### config.mk
export PLATFORM = sky130hd
export DESIGN_NAME = head_stepper
export DESIGN_NICKNAME = d
export VERILOG_FILES = /design/src/rtl/head_stepper_pkg.sv /design/src/rtl/hs_timer.sv /design/src/rtl/hs_track.sv /design/src/rtl/hs_seq.sv /design/src/rtl/head_stepper.sv
export SDC_FILE = /design/constraint.sdc
export NUM_CORES = 1
export LEC_CHECK = 0
export ABC_AREA = 1
export BUFFER_PORTS_ARGS = -buffer_cell sky130_fd_sc_hd__buf_2
export CAP_MARGIN = 20
export CORE_UTILIZATION = 50
export CTS_CLUSTER_DIAMETER = 30
export DETAILED_ROUTE_END_ITERATION = 10
export GPL_ROUTABILITY_DRIVEN = 0
export GPL_TIMING_DRIVEN = 0
export HOLD_SLACK_MARGIN = 0.1
export MAX_ROUTING_LAYER = met4
export PLACE_DENSITY = 0.78
export SYNTH_ARGS = -nofsm -noshare
export SYNTH_HDL_FRONTEND = slang
export SYNTH_SLANG_ARGS = --single-unit
export TNS_END_PERCENT = 1
### constraint.sdc
create_clock -name clk -period 2.35 [get_ports clk]
set_input_delay 0.3525 -clock clk [delete_from_list [all_inputs] [get_ports clk]]
set_output_delay 0.3525 -clock clk [all_outputs]
set_load 0.03 [all_outputs]
### src/rtl/head_stepper_pkg.sv
package head_stepper_pkg;
  typedef enum logic [2:0] {
    HS_IDLE,
    HS_AIM,
    HS_PULSE,
    HS_GAP,
    HS_SETTLE
  } hs_state_e;
endpackage

### src/rtl/hs_timer.sv
// Down-counter: load a value, then it counts to zero and holds there.
module hs_timer #(
  parameter int unsigned TW = 8
) (
  input  logic          clk,
  input  logic          rst,
  input  logic          load,
  input  logic [TW-1:0] load_val,
  output logic          expired
);
  logic [TW-1:0] cnt;

  always_ff @(posedge clk) begin
    if (rst)              cnt <= '0;
    else if (load)        cnt <= load_val;
    else if (cnt != '0)   cnt <= cnt - 1'b1;
  end

  assign expired = (cnt == '0);
endmodule

### src/rtl/hs_track.sv
// Current-track register with saturating step and the high-track flag.
module hs_track #(
  parameter int unsigned TRK_W      = 7,
  parameter int unsigned HIGH_TRACK = 43
) (
  input  logic             clk,
  input  logic             rst,
  input  logic             step_en,
  input  logic             step_inc,
  input  logic             clear,
  output logic [TRK_W-1:0] cur_trk,
  output logic             high_trk
);
  logic [TRK_W-1:0] trk_nxt;

  always_comb begin
    trk_nxt = cur_trk;
    if (clear) begin
      trk_nxt = '0;
    end else if (step_en) begin
      if (step_inc) trk_nxt = (cur_trk == '1) ? cur_trk : cur_trk + 1'b1;
      else          trk_nxt = (cur_trk == '0) ? cur_trk : cur_trk - 1'b1;
    end
  end

  always_ff @(posedge clk) begin
    if (rst) begin
      cur_trk  <= '0;
      high_trk <= 1'b0;
    end else begin
      cur_trk  <= trk_nxt;
      high_trk <= (trk_nxt > TRK_W'(HIGH_TRACK));
    end
  end
endmodule

### src/rtl/hs_seq.sv
// Operation sequencer: aim, pulse, gap, settle.
module hs_seq
  import head_stepper_pkg::*;
#(
  parameter int unsigned TRK_W       = 7,
  parameter int unsigned TW          = 16,
  parameter int unsigned PULSE_CYC   = 2,
  parameter int unsigned GAP_CYC     = 200,
  parameter int unsigned SETTLE_CYC  = 400,
  parameter int unsigned RECAL_STEPS = 76
) (
  input  logic             clk,
  input  logic             rst,
  input  logic             seek_req,
  input  logic             recal_req,
  input  logic [TRK_W-1:0] target,
  input  logic [TRK_W-1:0] cur_trk,
  input  logic             head_loaded,
  input  logic             trk0,
  input  logic             t_expired,
  output logic             t_load,
  output logic [TW-1:0]    t_val,
  output logic             trk_step,
  output logic             trk_inc,
  output logic             trk_clear,
  output logic             busy,
  output logic             step_out,
  output logic             dir_out,
  output logic             done_out
);
  localparam logic [TW-1:0]    L_AIM    = TW'(GAP_CYC - 1);
  localparam logic [TW-1:0]    L_PULSE  = TW'(PULSE_CYC - 1);
  localparam logic [TW-1:0]    L_WAIT   = TW'(GAP_CYC - PULSE_CYC - 1);
  localparam logic [TW-1:0]    L_SETTLE = TW'(SETTLE_CYC - 1);
  localparam logic [TRK_W-1:0] R_STEPS  = TRK_W'(RECAL_STEPS);

  hs_state_e        st, st_n;
  logic [TRK_W-1:0] rem, rem_n;
  logic             dir_q, dir_n;
  logic             rec_q, rec_n;
  logic             done_q, done_n;

  always_comb begin
    st_n      = st;
    rem_n     = rem;
    dir_n     = dir_q;
    rec_n     = rec_q;
    done_n    = 1'b0;
    t_load    = 1'b0;
    t_val     = '0;
    trk_step  = 1'b0;
    trk_inc   = dir_q;
    trk_clear = 1'b0;
    case (st)
      HS_IDLE: begin
        if (recal_req) begin
          rec_n  = 1'b1;
          dir_n  = 1'b0;
          rem_n  = R_STEPS;
          t_load = 1'b1;
          if (trk0) begin
            trk_clear = 1'b1;
            st_n      = HS_SETTLE;
            t_val     = L_SETTLE;
          end else begin
            st_n  = HS_AIM;
            t_val = L_AIM;
          end
        end else if (seek_req) begin
          rec_n  = 1'b0;
          t_load = 1'b1;
          if (target > cur_trk) begin
            dir_n = 1'b1;
            rem_n = target - cur_trk;
            st_n  = HS_AIM;
            t_val = L_AIM;
          end else if (target < cur_trk) begin
            dir_n = 1'b0;
            rem_n = cur_trk - target;
            st_n  = HS_AIM;
            t_val = L_AIM;
          end else begin
            st_n  = HS_SETTLE;
            t_val = L_SETTLE;
          end
        end
      end
      HS_AIM, HS_GAP: begin
        if (t_expired) begin
          if (rec_q && trk0) begin
            trk_clear = 1'b1;
            st_n      = HS_SETTLE;
            t_load    = 1'b1;
            t_val     = L_SETTLE;
          end else if (head_loaded) begin
            st_n   = HS_PULSE;
            t_load = 1'b1;
            t_val  = L_PULSE;
          end
        end
      end
      HS_PULSE: begin
        if (t_expired) begin
          trk_step = 1'b1;
          rem_n    = rem - 1'b1;
          t_load   = 1'b1;
          if (rem == TRK_W'(1)) begin
            trk_clear = rec_q;
            st_n      = HS_SETTLE;
            t_val     = L_SETTLE;
          end else begin
            st_n  = HS_GAP;
            t_val = L_WAIT;
          end
        end
      end
      HS_SETTLE: begin
        if (t_expired) begin
          st_n   = HS_IDLE;
          done_n = 1'b1;
        end
      end
      default: st_n = HS_IDLE;
    endcase
  end

  always_ff @(posedge clk) begin
    if (rst) begin
      st     <= HS_IDLE;
      rem    <= '0;
      dir_q  <= 1'b0;
      rec_q  <= 1'b0;
      done_q <= 1'b0;
    end else begin
      st     <= st_n;
      rem    <= rem_n;
      dir_q  <= dir_n;
      rec_q  <= rec_n;
      done_q <= done_n;
    end
  end

  assign busy     = (st != HS_IDLE);
  assign step_out = (st == HS_PULSE);
  assign dir_out  = dir_q;
  assign done_out = done_q;
endmodule

### src/rtl/head_stepper.sv
module head_stepper #(
  parameter int unsigned CLK_HZ        = 50_000_000,
  parameter int unsigned STEP_PULSE_US = 10,
  parameter int unsigned STEP_GAP_US   = 10_000,
  parameter int unsigned SETTLE_US     = 20_000,
  parameter int unsigned NUM_TRACKS    = 77,
  parameter int unsigned HIGH_TRACK    = 43,
  localparam int unsigned TRK_W        = $clog2(NUM_TRACKS)
) (
  input  logic             clk,
  input  logic             rst,
  input  logic             seek_req,
  input  logic             recal_req,
  input  logic [TRK_W-1:0] target_trk,
  input  logic             head_loaded,
  input  logic             trk0_sense,
  output logic             step_dir,
  output logic             step_pulse,
  output logic             busy,
  output logic             done,
  output logic [TRK_W-1:0] cur_trk,
  output logic             high_trk
);
  localparam longint unsigned P_RAW = (64'(CLK_HZ) * 64'(STEP_PULSE_US)) / 64'd1_000_000;
  localparam longint unsigned G_RAW = (64'(CLK_HZ) * 64'(STEP_GAP_US))   / 64'd1_000_000;
  localparam longint unsigned S_RAW = (64'(CLK_HZ) * 64'(SETTLE_US))     / 64'd1_000_000;
  localparam int unsigned PULSE_CYC  = (P_RAW == 64'd0) ? 1 : 32'(P_RAW);
  localparam int unsigned GAP_CYC    = (G_RAW <= 64'(PULSE_CYC)) ? PULSE_CYC + 1 : 32'(G_RAW);
  localparam int unsigned SETTLE_CYC = (S_RAW == 64'd0) ? 1 : 32'(S_RAW);
  localparam int unsigned MAX_CYC    = (GAP_CYC > SETTLE_CYC) ? GAP_CYC : SETTLE_CYC;
  localparam int unsigned TW         = $clog2(MAX_CYC + 1);

  logic          t_load, t_expired;
  logic [TW-1:0] t_val;
  logic          trk_step, trk_inc, trk_clear;

  hs_timer #(.TW(TW)) u_timer (
    .clk      (clk),
    .rst      (rst),
    .load     (t_load),
    .load_val (t_val),
    .expired  (t_expired)
  );

  hs_track #(.TRK_W(TRK_W), .HIGH_TRACK(HIGH_TRACK)) u_track (
    .clk      (clk),
    .rst      (rst),
    .step_en  (trk_step),
    .step_inc (trk_inc),
    .clear    (trk_clear),
    .cur_trk  (cur_trk),
    .high_trk (high_trk)
  );

  hs_seq #(
    .TRK_W       (TRK_W),
    .TW          (TW),
    .PULSE_CYC   (PULSE_CYC),
    .GAP_CYC     (GAP_CYC),
    .SETTLE_CYC  (SETTLE_CYC),
    .RECAL_STEPS (NUM_TRACKS - 1)
  ) u_seq (
    .clk         (clk),
    .rst         (rst),
    .seek_req    (seek_req),
    .recal_req   (recal_req),
    .target      (target_trk),
    .cur_trk     (cur_trk),
    .head_loaded (head_loaded),
    .trk0        (trk0_sense),
    .t_expired   (t_expired),
    .t_load      (t_load),
    .t_val       (t_val),
    .trk_step    (trk_step),
    .trk_inc     (trk_inc),
    .trk_clear   (trk_clear),
    .busy        (busy),
    .step_out    (step_pulse),
    .dir_out     (step_dir),
    .done_out    (done)
  );
endmodule

==> reports/summary.log <==
INFO  clock_tree     cts_made_buffers=5
INFO  routing        dr_total_vias=3700
INFO  logic_synthesis synth_cells=564
INFO  grt            grt_start_max_net_pins=15
INFO  worst_setup_path setup.worst_path.class=reg -> reg
INFO  routing        number_of_optimization_iterations_in_the_first_detailed_route_pass=5
INFO  timing         max_clock_freq=0.4614GHz
INFO  logic_synthesis synthesis.nets=599
INFO  logic_synthesis ys_warn_count=0
INFO  power_and_ir_drop worst_ir_drop_vdd=0.2914mV
INFO  clock_tree     clock_path_buffers=2
INFO  placement      placed_cells=684
INFO  flow_run       timing.max_cap.violations=0
INFO  clock_tree     post_cts.resized_instances=0
INFO  final_layout   antennaDiodeCount=0
INFO  routing        remaining_drc_errors=0
INFO  die            row_count=30
INFO  placement      placed_area=3740um2
INFO  clock_tree     post-cts-setup-buffer-count=0
INFO  worst_setup_path timing.critical_path.buf_inv=3
INFO  worst_setup_path data_arrival_critical_path=2.39ns
INFO  logic_synthesis ys_types=39
INFO  timing         actual_slew_at_the_worst_max_slew_pin=0.5243ns
INFO  final_layout   final_nets=630
INFO  logic_synthesis synth_xor_area_share=7.008%
INFO  hold_path      worst_hold_path.num_cells=2
INFO  worst_setup_path path_cells=clkbuf_4, inv_1, ha_1, a21oi_1, nand2_1, nand2_1, nand2_1, nand2_1, nand2_2, nand2_1, buf_6, o21ai_1, a21oi_2
INFO  die            number_of_top_level_design_ports=25
INFO  timing         timing.clock.skew=0.006888ns
INFO  clock_tree     cts_htree_levels=2
INFO  worst_setup_path cp_num_cells=13
INFO  timing         setup_total_neg_slack=0ns
INFO  timing         hold_ws=0.3125ns
INFO  clock_tree     cts_tree=built
INFO  logic_synthesis synth.area.mux_share=0%
INFO  grt            grt_first_pass_wirelength=15300um
INFO  run_status     status=finished, final reports clean
INFO  logic_synthesis syn_area=3500um2
INFO  logic_synthesis synth.yosys.seq_area_share=23.45%
INFO  final_layout   utilization=57.31%
INFO  logic_synthesis synth_compound_gate_area_share=11.94%
INFO  placement      placement.setup.worst_slack=0.09389ns
INFO  die            initial_core_util=51.51%
INFO  placement      port_buffers=24
INFO  power_and_ir_drop total_power=2.848mW
INFO  final_layout   synthToLayoutAreaGrowth=11.26%
INFO  logic_synthesis number_of_synthesized_flops_with_an_enable_pin=0
INFO  timing         timing.max_slew.rel_slack=65.05%
INFO  logic_synthesis syn_area_per_cell=6.205um2
INFO  power_and_ir_drop total_switching_power=1.179mW
INFO  power_and_ir_drop power.leakage=2.033nW
INFO  die            fp.dieH=85.66um
INFO  power_and_ir_drop combinationalPowerShare=43.7%
INFO  worst_setup_path cp_top_family=simple AND/OR/NAND/NOR gates
INFO  timing         report.final.setup_viol=0
INFO  logic_synthesis combinational_family_with_the_most_area_after_synthesis=simple AND/OR/NAND/NOR gates
INFO  final_layout   layout-drive-gt1-share=12.42%
INFO  routing        wire_per_inst=13.34um
INFO  worst_setup_path timing.critical_path.from_type=flop
INFO  grt            global_route.overflow_total=0
INFO  die            design.core.area=6794um2
INFO  worst_setup_path worstRegToRegCells=13
INFO  timing         min_period=2.167ns
INFO  clock_tree     clk_latency=0.30ns
INFO  logic_synthesis synth_flop_cell=dfxtp_1
INFO  grt            grt_util_all_layers=26.63%
INFO  logic_synthesis post_synth_fa_ha_maj_area_fraction=8.295%
INFO  power_and_ir_drop internal_pwr_total=1.669mW
INFO  power_and_ir_drop sw_frac_of_total=41.39%
INFO  grt            initial_antenna_violation_count=0
INFO  timing         timing.final.max_slew_violations=0
INFO  worst_setup_path timing.critical_path.required=2.58ns
INFO  timing         setup_ws=0.1826ns
INFO  routing        total_detailed_routing_wirelength=9230um
INFO  timing         grt_setup_unrepaired=false
INFO  routing        drt.antenna.violating_nets=0
INFO  timing         min_period_over_period=92.23%
INFO  logic_synthesis synth-seq-cells=41
INFO  routing        post_drt_via_cell_ratio=5.347
INFO  worst_setup_path path_common_cell=nand2_1
INFO  clock_tree     cts-root-buf=clkbuf_8
INFO  final_layout   post-route-cell-area=3894um2
INFO  logic_synthesis ys_async_sr_fraction=0%
INFO  worst_setup_path critical_path_peak_fanout=10
INFO  die            die_width=85.66um
INFO  worst_setup_path crit_path_top_delay_cell=dfxtp_1
INFO  power_and_ir_drop share_clk_of_total_power=24.5%
INFO  timing         finalHoldViolCount=0
INFO  logic_synthesis simple_gate_area_share_of_the_yosys_netlist=38.79%
INFO  power_and_ir_drop power.density_cell_area=731.4nW/um2
INFO  placement      dp_hpwl=7024um
INFO  grt            first_global_vias=3514
INFO  routing        drt-initial-drc-count=328
INFO  die            design.die.area=7338um2
INFO  worst_setup_path cp-end-kind=flop
INFO  power_and_ir_drop power.share.sequential=31.9%
INFO  final_layout   final_cell_count_no_fill=692
INFO  final_layout   final.fill_count=677
INFO  hold_path      min-delay-path-class=in -> reg
INFO  worst_setup_path delay_of_the_slowest_cell_on_the_worst_path=0.39ns
INFO  clock_tree     cts_hold_buffers=0
INFO  clock_tree     cts.reportedPaths.clkPinSlew=0.09ns
INFO  clock_tree     numClockSinks=41
-- routing by layer --
metal / share of wire (%) / track usage, % / vias up / wire [um]
met2: 49 / 45.02 / 148 / 4479
met1: 44 / 31.99 / 1677 / 4040
li1: - / - / 1858 / -
met4: 1.6 / 10.15 / 0 / 144
met5: 0 / - / - / 0
met3: 6.1 / 4.042 / 17 / 566
-- final cells by class --
type / count / area [um2] / area share [%]
buffer: 11 / 77.57 / 1.992
clock buffer: 5 / 68.82 / 1.767
sequential: 41 / 825.8 / 21.21
multi-input combinational: 434 / 2320 / 59.58
timing repair buffer: 24 / 120.1 / 3.085
tap: 96 / 120.1 / 3.085
inverter: 78 / 292.8 / 7.519
clock inverter: 3 / 68.82 / 1.767
-- placed cells by master (no fill, tap or decap), types with 3 or more instances in the layout --
cell,n
a21oi_1,40
buf_2,29
buf_6,3
clkbuf_8,5
dfxtp_1,37
dfxtp_2,4
ha_1,20
inv_1,75
inv_2,3
nand2_1,147
nand2_2,3
nand3_1,40
nand4_1,9
nor2_1,81
nor2_2,8
nor3_1,6
o21ai_0,18
o21ai_1,8
xnor2_1,6
xor2_1,22
-- worst reg2reg max path: stages, from the launching register on --
cell,delay (ns)
dfxtp_1,0.39
clkbuf_4,0.22
inv_1,0.11
ha_1,0.22
a21oi_1,0.14
nand2_1,0.14
nand2_1,0.09
nand2_1,0.08
nand2_1,0.14
nand2_2,0.11
nand2_1,0.12
buf_6,0.14
o21ai_1,0.07
a21oi_2,0.13
-- worst paths after layout --
kind | end | start | slack (ns)
worst max-delay path | u_seq.rem[4]$_SDFFE_PP0P_ | u_track.cur_trk[2]$_SDFF_PP0_ | 0.18
worst min-delay path | u_timer.cnt[5]$_SDFFE_PP0P_ | rst | 0.31
worst max register to register | u_seq.rem[4]$_SDFFE_PP0P_ | u_track.cur_trk[2]$_SDFF_PP0_ | 0.18
worst min register to register | u_seq.rec_q$_SDFFE_PP0P_ | u_seq.rec_q$_SDFFE_PP0P_ | 0.48
-- cell usage after synthesis, types with 3 or more instances --
cell type	n	area (um2)
a21oi_1	41	205.2
buf_2	6	30.03
buf_6	3	33.78
dfxtp_1	41	820.8
ha_1	20	250.2
inv_1	76	285.3
nand2_1	148	555.5
nand3_1	40	200.2
nand4_1	9	56.30
nor2_1	82	307.8
nor2_2	7	43.79
nor3_1	6	30.03
o21ai_0	18	90.09
o21ai_1	8	40.04
xnor2_1	6	52.55
xor2_1	22	192.7
-- logic make-up (layout without fill, tap and decap cells) --
kind of cell	count (synthesis)	count (layout)
xor+xnor	28	28
fa+ha+maj	22	22
flops	41	41
compound gates	77	77
buf+inv	89	121
simple gates	307	307
-- power groups by stage --
stage	clock network (mW)	registers [mW]	logic, mW
after floorplan	0	0.901	0.974
after global placement	0	0.914	1.18
after detailed placement	0	0.918	1.21
after CTS	0.709	0.905	1.22
after global routing	0.734	0.924	1.38
final	0.697	0.907	1.24
-- state kept, by name, summed over array words and instances, names as in the netlist --
name,flops
u_track.high_trk,1
u_seq.dir_out,1
u_seq.rem,7
u_timer.cnt,20
u_seq.done_out,1
u_seq.st,3
u_track.cur_trk,7
u_seq.rec_q,1
Power figures use the tool's default switching activity.
